**config.mk**
```make
export PLATFORM = sky130hd
export DESIGN_NAME = interval_timer
export DESIGN_NICKNAME = d
export VERILOG_FILES = /design/src/rtl/tmr_pkg.sv /design/src/rtl/tmr_divider.sv /design/src/rtl/tmr_edge.sv /design/src/rtl/tmr_counter.sv /design/src/rtl/interval_timer.sv
export SDC_FILE = /design/constraint.sdc
export NUM_CORES = 1
export LEC_CHECK = 0
export ABC_AREA = 1
export BUFFER_PORTS_ARGS = -buffer_cell sky130_fd_sc_hd__buf_2
export CAP_MARGIN = 20
export CORE_MARGIN = 5
export CORE_UTILIZATION = 60
export CTS_CLUSTER_SIZE = 30
export DETAILED_ROUTE_END_ITERATION = 7
export PLACE_DENSITY = 0.91
export RECOVER_POWER = 25
export SYNTH_ARGS = -nofsm -noshare
export SYNTH_HDL_FRONTEND = slang
export SYNTH_SLANG_ARGS = --single-unit
```
**constraint.sdc**
```tcl
create_clock -name clk -period 2.9 [get_ports clk]
set_input_delay 0.58 -clock clk [delete_from_list [all_inputs] [get_ports clk]]
set_output_delay 0.58 -clock clk [all_outputs]
set_load 0.01 [all_outputs]
```
**src/rtl/tmr_pkg.sv**
```systemverilog
`timescale 1ns/1ps
// Package: shared register selects and control-field layout for the interval timer.
// Assumes a two-bit register address on the CPU register port.
package tmr_pkg;

    typedef enum logic [1:0] {
        SEL_DIV = 2'd0,
        SEL_CNT = 2'd1,
        SEL_MOD = 2'd2,
        SEL_CTL = 2'd3
    } tmr_sel_e;

    localparam int CTL_W      = 3;
    localparam int CTL_EN_BIT = 2;
    localparam int NUM_TAPS   = 4;

endpackage

```
**src/rtl/tmr_divider.sv**
```systemverilog
`timescale 1ns/1ps
// Module: tmr_divider
// Free-running machine-cycle divider. It clears on request, and it also
// exposes the value it will hold after the coming edge, so that the edge
// detector can compare the present and next tap levels.
// Assumes one clock edge per machine cycle.
module tmr_divider #(
    parameter int DIV_W = 14
) (
    input  logic             clk,
    input  logic             rst_n,
    input  logic             clr,
    output logic [DIV_W-1:0] div_q,
    output logic [DIV_W-1:0] div_nxt
);

    // Next divider value: cleared by a CPU write, otherwise one step on.
    always_comb begin
        div_nxt = clr ? '0 : div_q + DIV_W'(1);
    end

    // Divider register.
    always_ff @(posedge clk) begin
        if (!rst_n) div_q <= '0;
        else        div_q <= div_nxt;
    end

    // without a clear the divider advances by exactly one, with wrap.
    assert_div_step_R1: assert property (@(posedge clk) disable iff (!rst_n)
        !clr |=> div_q == $past(div_q) + DIV_W'(1));

endmodule

```
**src/rtl/tmr_edge.sv**
```systemverilog
`timescale 1ns/1ps
// Module: tmr_edge
// Gated-tap falling-edge detector. It compares the gated tap now with the
// gated tap after the coming edge, with control and divider updates taken
// into account, and requests one counter step on a 1-to-0 change.
// Assumes tap levels are supplied for every selector value.
module tmr_edge
    import tmr_pkg::*;
(
    input  logic                clk,
    input  logic                rst_n,
    input  logic [NUM_TAPS-1:0] tap_cur,
    input  logic [NUM_TAPS-1:0] tap_nxt,
    input  logic [CTL_W-1:0]    ctl_cur,
    input  logic [CTL_W-1:0]    ctl_nxt,
    output logic                step
);

    logic gated_cur;
    logic gated_nxt;

    // Gated tap before and after the coming edge, and the falling-edge step.
    always_comb begin
        gated_cur = ctl_cur[CTL_EN_BIT] & tap_cur[ctl_cur[1:0]];
        gated_nxt = ctl_nxt[CTL_EN_BIT] & tap_nxt[ctl_nxt[1:0]];
        step      = gated_cur & ~gated_nxt;
    end

    // after a fall the gated tap is low, so two steps never follow each other.
    assert_single_step_R2: assert property (@(posedge clk) disable iff (!rst_n)
        step |=> !step);

endmodule

```
**src/rtl/tmr_counter.sv**
```systemverilog
`timescale 1ns/1ps
// Module: tmr_counter
// Programmable counter with modulo reload and registered overflow request.
// A CPU write to the counter wins over a step in the same cycle.
// Assumes at most one step per cycle.
module tmr_counter #(
    parameter int DATA_W = 8
) (
    input  logic              clk,
    input  logic              rst_n,
    input  logic              step,
    input  logic              wr_cnt,
    input  logic              wr_mod,
    input  logic [DATA_W-1:0] wdata,
    output logic [DATA_W-1:0] cnt_q,
    output logic [DATA_W-1:0] mod_q,
    output logic              irq
);

    logic at_top;

    // Counter sits at its largest value.
    always_comb begin
        at_top = (cnt_q == {DATA_W{1'b1}});
    end

    // Counter: CPU write first, then step with reload on overflow.
    always_ff @(posedge clk) begin
        if (!rst_n)      cnt_q <= '0;
        else if (wr_cnt) cnt_q <= wdata;
        else if (step)   cnt_q <= at_top ? mod_q : cnt_q + DATA_W'(1);
    end

    // Modulo register.
    always_ff @(posedge clk) begin
        if (!rst_n)      mod_q <= '0;
        else if (wr_mod) mod_q <= wdata;
    end

    // Overflow request, one cycle after the reloading edge.
    always_ff @(posedge clk) begin
        if (!rst_n) irq <= 1'b0;
        else        irq <= step & at_top & ~wr_cnt;
    end

    // the request lasts a single cycle.
    assert_irq_pulse_R3: assert property (@(posedge clk) disable iff (!rst_n)
        irq |=> !irq);

    // when the request shows, the counter holds the previous modulo value.
    assert_reload_value_R3: assert property (@(posedge clk) disable iff (!rst_n)
        irq |-> cnt_q == $past(mod_q));

    // a CPU counter write always lands, whatever the step does.
    assert_cpu_write_wins_R6: assert property (@(posedge clk) disable iff (!rst_n)
        wr_cnt |=> cnt_q == $past(wdata));

    // no step and no write leaves the counter unchanged.
    assert_hold_without_step_R2: assert property (@(posedge clk) disable iff (!rst_n)
        (!step && !wr_cnt) |=> $stable(cnt_q));

endmodule

```
**src/rtl/interval_timer.sv**
```systemverilog
`timescale 1ns/1ps
// Module: interval_timer
// Divider plus programmable interval counter behind a four-register CPU port.
// Decodes writes, holds the control register, picks the divider taps and
// multiplexes read data. Assumes one clock per machine cycle and
// combinational reads.
module interval_timer
    import tmr_pkg::*;
#(
    parameter int DIV_W  = 14,
    parameter int DATA_W = 8,
    parameter int TAP_0  = 7,
    parameter int TAP_1  = 1,
    parameter int TAP_2  = 3,
    parameter int TAP_3  = 5
) (
    input  logic              clk,
    input  logic              rst_n,
    input  logic [1:0]        bus_addr,
    input  logic              bus_we,
    input  logic [DATA_W-1:0] bus_wdata,
    output logic [DATA_W-1:0] bus_rdata,
    output logic              irq_timer
);

    localparam int PAD_W = DATA_W - CTL_W;

    logic                wr_div;
    logic                wr_cnt;
    logic                wr_mod;
    logic                wr_ctl;
    logic [CTL_W-1:0]    ctl_q;
    logic [CTL_W-1:0]    ctl_nxt;
    logic [DIV_W-1:0]    div_q;
    logic [DIV_W-1:0]    div_nxt;
    logic [NUM_TAPS-1:0] tap_cur;
    logic [NUM_TAPS-1:0] tap_nxt;
    logic                step;
    logic [DATA_W-1:0]   cnt_q;
    logic [DATA_W-1:0]   mod_q;
    logic                unused_div_bits;

    // Write decode per register.
    always_comb begin
        wr_div = bus_we && (bus_addr == SEL_DIV);
        wr_cnt = bus_we && (bus_addr == SEL_CNT);
        wr_mod = bus_we && (bus_addr == SEL_MOD);
        wr_ctl = bus_we && (bus_addr == SEL_CTL);
    end

    // Control value after the coming edge.
    always_comb begin
        ctl_nxt = wr_ctl ? bus_wdata[CTL_W-1:0] : ctl_q;
    end

    // Control register.
    always_ff @(posedge clk) begin
        if (!rst_n) ctl_q <= '0;
        else        ctl_q <= ctl_nxt;
    end

    tmr_divider #(.DIV_W(DIV_W)) u_div (
        .clk     (clk),
        .rst_n   (rst_n),
        .clr     (wr_div),
        .div_q   (div_q),
        .div_nxt (div_nxt)
    );

    // Tap extraction, one divider bit per selector value.
    for (genvar g = 0; g < NUM_TAPS; g++) begin : g_tap
        localparam int TP = (g == 0) ? TAP_0 : (g == 1) ? TAP_1 :
                            (g == 2) ? TAP_2 : TAP_3;
        assign tap_cur[g] = div_q[TP];
        assign tap_nxt[g] = div_nxt[TP];
    end

    // Bits that feed no tap and no read view are folded away here.
    assign unused_div_bits = ^{div_q, div_nxt};

    tmr_edge u_edge (
        .clk     (clk),
        .rst_n   (rst_n),
        .tap_cur (tap_cur),
        .tap_nxt (tap_nxt),
        .ctl_cur (ctl_q),
        .ctl_nxt (ctl_nxt),
        .step    (step)
    );

    tmr_counter #(.DATA_W(DATA_W)) u_cnt (
        .clk    (clk),
        .rst_n  (rst_n),
        .step   (step),
        .wr_cnt (wr_cnt),
        .wr_mod (wr_mod),
        .wdata  (bus_wdata),
        .cnt_q  (cnt_q),
        .mod_q  (mod_q),
        .irq    (irq_timer)
    );

    // Read multiplexer.
    always_comb begin
        unique case (bus_addr)
            SEL_DIV: bus_rdata = div_q[DIV_W-1 -: DATA_W];
            SEL_CNT: bus_rdata = cnt_q;
            SEL_MOD: bus_rdata = mod_q;
            default: bus_rdata = {{PAD_W{1'b1}}, ctl_q};
        endcase
    end

    // a control write keeps exactly the low field of the written byte.
    assert_ctl_store_R5: assert property (@(posedge clk) disable iff (!rst_n)
        wr_ctl |=> ctl_q == $past(bus_wdata[CTL_W-1:0]));

    // a divider write leaves the divider view at zero on the next cycle.
    assert_div_clear_view_R4: assert property (@(posedge clk) disable iff (!rst_n)
        wr_div |=> (bus_addr != SEL_DIV) || (bus_rdata == '0));

endmodule

```
==> flow_summary.json <==
{
  "start_util_pct": 62.7,
  "vias": 1951,
  "fin_nets": 323,
  "ys_seq_area_share_pct": 35.5,
  "cts_hold_buf": 0,
  "worst_pin_slew_ns": 0.575,
  "avgViaCountPerCell": 5.54,
  "htree_num_levels": 2,
  "cts_tree": "built",
  "coreArea_um2": 3050,
  "synth_common_cells": "54 x nand2_1, 42 x inv_1, 36 x o21ai_0",
  "route.detailed.drc": 0,
  "outcome": "finished clean",
  "yosysWarnings": 0,
  "clkLatencyLatePin_ns": 0.34,
  "die_w_um": 66.5,
  "final_util_pct": 67.5,
  "ys.flop_type": "dfxtp_1",
  "setup_tns_ns": 0,
  "r2r_setup_slack_ns": 0.88,
  "antenna_left": 0,
  "firstDrtPassIters": 5,
  "synth_nets": 303,
  "synth_edf_count": 0,
  "cts_setup_buffers": 0,
  "areaGrowthSynthToFinish_pct": 7.64,
  "wl_um": 4480,
  "netlist_area_um2": 1920,
  "synth_cell_types": 31,
  "period_share_pct": 80.5,
  "worstPathRequired_ns": 2.32,
  "avgRoutedWirePerCell_um": 12.7,
  "cts_root_buffer": "clkbuf_4",
  "clkTransAtPathRegs_ns": 0.10,
  "place_hpwl_um": 3340,
  "fin_ws_ns": 0.566,
  "grtUsageTotal_pct": 22.9,
  "fmax_mhz": 428,
  "synthCells": 288,
  "fin_skew_ns": 0.00594,
  "grt_max_degree": 17,
  "synth-seq-cells": 34,
  "n_fill_cell": 287,
  "pwr_density_cell_nw_per_um2": 408,
  "finalWeightedCongestion": 0.900,
  "dp_slack_ns": 0.695,
  "n_antenna_cell": 0,
  "finalHoldViolCount": 0,
  "holdWs_ns": 0.473,
  "drive_gt1_share_pct": 11.7,
  "min_period_ns": 2.33,
  "worst_ep_arrival_time_ns": 1.75,
  "ctsResizeCount": 0,
  "yosysMostFrequentCell": "nand2_1",
  "crit_type": "in2out",
  "crit_path_end_kind": "output port",
  "finalSetupViolCount": 0,
  "dr.first_iter.drc_count": 158,
  "ir_worst_vdd_mv": 0.267,
  "cp_max_fo": 12,
  "num_rows": 20,
  "io_buffers": 21,
  "yosys.area.top_type_share_pct": 35.5,
  "clock_sinks": 34,
  "ys_async_sr_fraction_pct": 0,
  "leakage_nw": 0.807,
  "rsz0062_at_grt": "false",
  "slew_violations": 0,
  "gr-total-overflow": 0,
  "synth_area_leader_cell": "dfxtp_1",
  "die-area_um2": 4420,
  "fp.dieH_um": 66.5,
  "syn_avg_cell_area_um2": 6.65,
  "ctsLongestPathBuffers": 2,
  "grt_pass1_vias": 1785,
  "grt_pass1_wl_um": 7740,
  "cts_buffers": 5,
  "hold_class": "reg2reg",
  "io_pins": 22,
  "cap_violations": 0,
  "antenna_found_initial": 0,
  "slew_headroom_pct": 61.6,
  "cp-start-kind": "input port",
  "synthTopCellsByArea": "dfxtp_1 36%, nand2_1 11%, o21ai_0 9.4%, inv_1 8.2%, a21oi_1 7.8%"
}
[cell families after synthesis]
logic type,Yosys count,synth area share (%)
and+or+nand+nor,116,27.4
AOI/OAI and AO/OA,82,23.6
buffers and inverters,52,11.2
DFF,34,35.5
xor gates and xnor gates,2,0.915
adders and majority gates,2,1.31
[where the power goes]
group / leakage, nW / internal, mW / total [mW] / switching (mW)
clock: 0.0254 / 0.0913 / 0.245 / 0.154
combinational: 0.506 / 0.0358 / 0.107 / 0.0712
sequential: 0.276 / 0.479 / 0.489 / 0.0100
[layout make-up]
class / instances / area (µm²) / share of cell area (%)
timing repair buffer: 21 / 104 / 5.04
tap: 44 / 55.1 / 2.67
sequential: 34 / 681 / 33.0
inverter: 44 / 165 / 8.01
clock buffer: 7 / 45.0 / 2.18
multi-input combinational: 202 / 1010 / 49.1
[stage by stage]
step           instance area [µm²]  total power, mW  instances
4_1_cts                       2070            0.846        352
6_report                      2060            0.842        352
2_1_floorplan                 1920            0.573        288
3_5_place_dp                  2030            0.607        345
5_1_grt                       2060            0.885        352
3_3_place_gp                  2030            0.604        345
[layout by cell type (no fill, tap or decap), drive strengths merged]
| cell type | instances |
|---|---|
| nand2 | 58 |
| inv | 43 |
| o21ai | 38 |
| dfxtp | 34 |
| a21oi | 30 |
| nor2 | 28 |
| nand3 | 24 |
| buf | 20 |
| clkbuf | 8 |
| o221ai | 4 |
| a221oi | 3 |
| nand4 | 3 |
| o21a | 3 |
| o22ai | 2 |
| xor2 | 2 |
| ha | 2 |
| o21bai | 1 |
| nor4 | 1 |
| a22o | 1 |
| clkinv | 1 |
| nor3 | 1 |
| or2 | 1 |
[worst paths after layout]
kind | start | end | cells past startpoint
setup / recovery | bus_addr[1] | bus_rdata[2] | 5
hold reg to reg | u_div.div_q[0] | u_div.div_q[0] | 1
setup reg to reg | u_cnt.cnt_q[0] | u_cnt.cnt_q[3] | 11
hold / removal | u_div.div_q[0] | u_div.div_q[0] | 1
[critical path, cell delays in order]
cell and delay [ns]:
clkbuf_1 0.34, nor2_1 0.20, a221oi_1 0.32, o21ai_0 0.15
buf_2 0.16
[registers in the layout, indices dropped and copies added (netlist names)]
signal,flops
u_div.div_q,14
u_cnt.cnt_q,8
u_cnt.mod_q,8
ctl_q,3
u_cnt.irq,1
[routing by layer]
layer  GRT usage [%]  share of wire [%]  up-vias
met5               0                  0        -
met1            28.7                 44      861
met4            10.2                2.3        0
met3            6.07                7.6       12
met2            36.4                 46       84
li1                -                  -      994
Power figures use the tool's default switching activity.
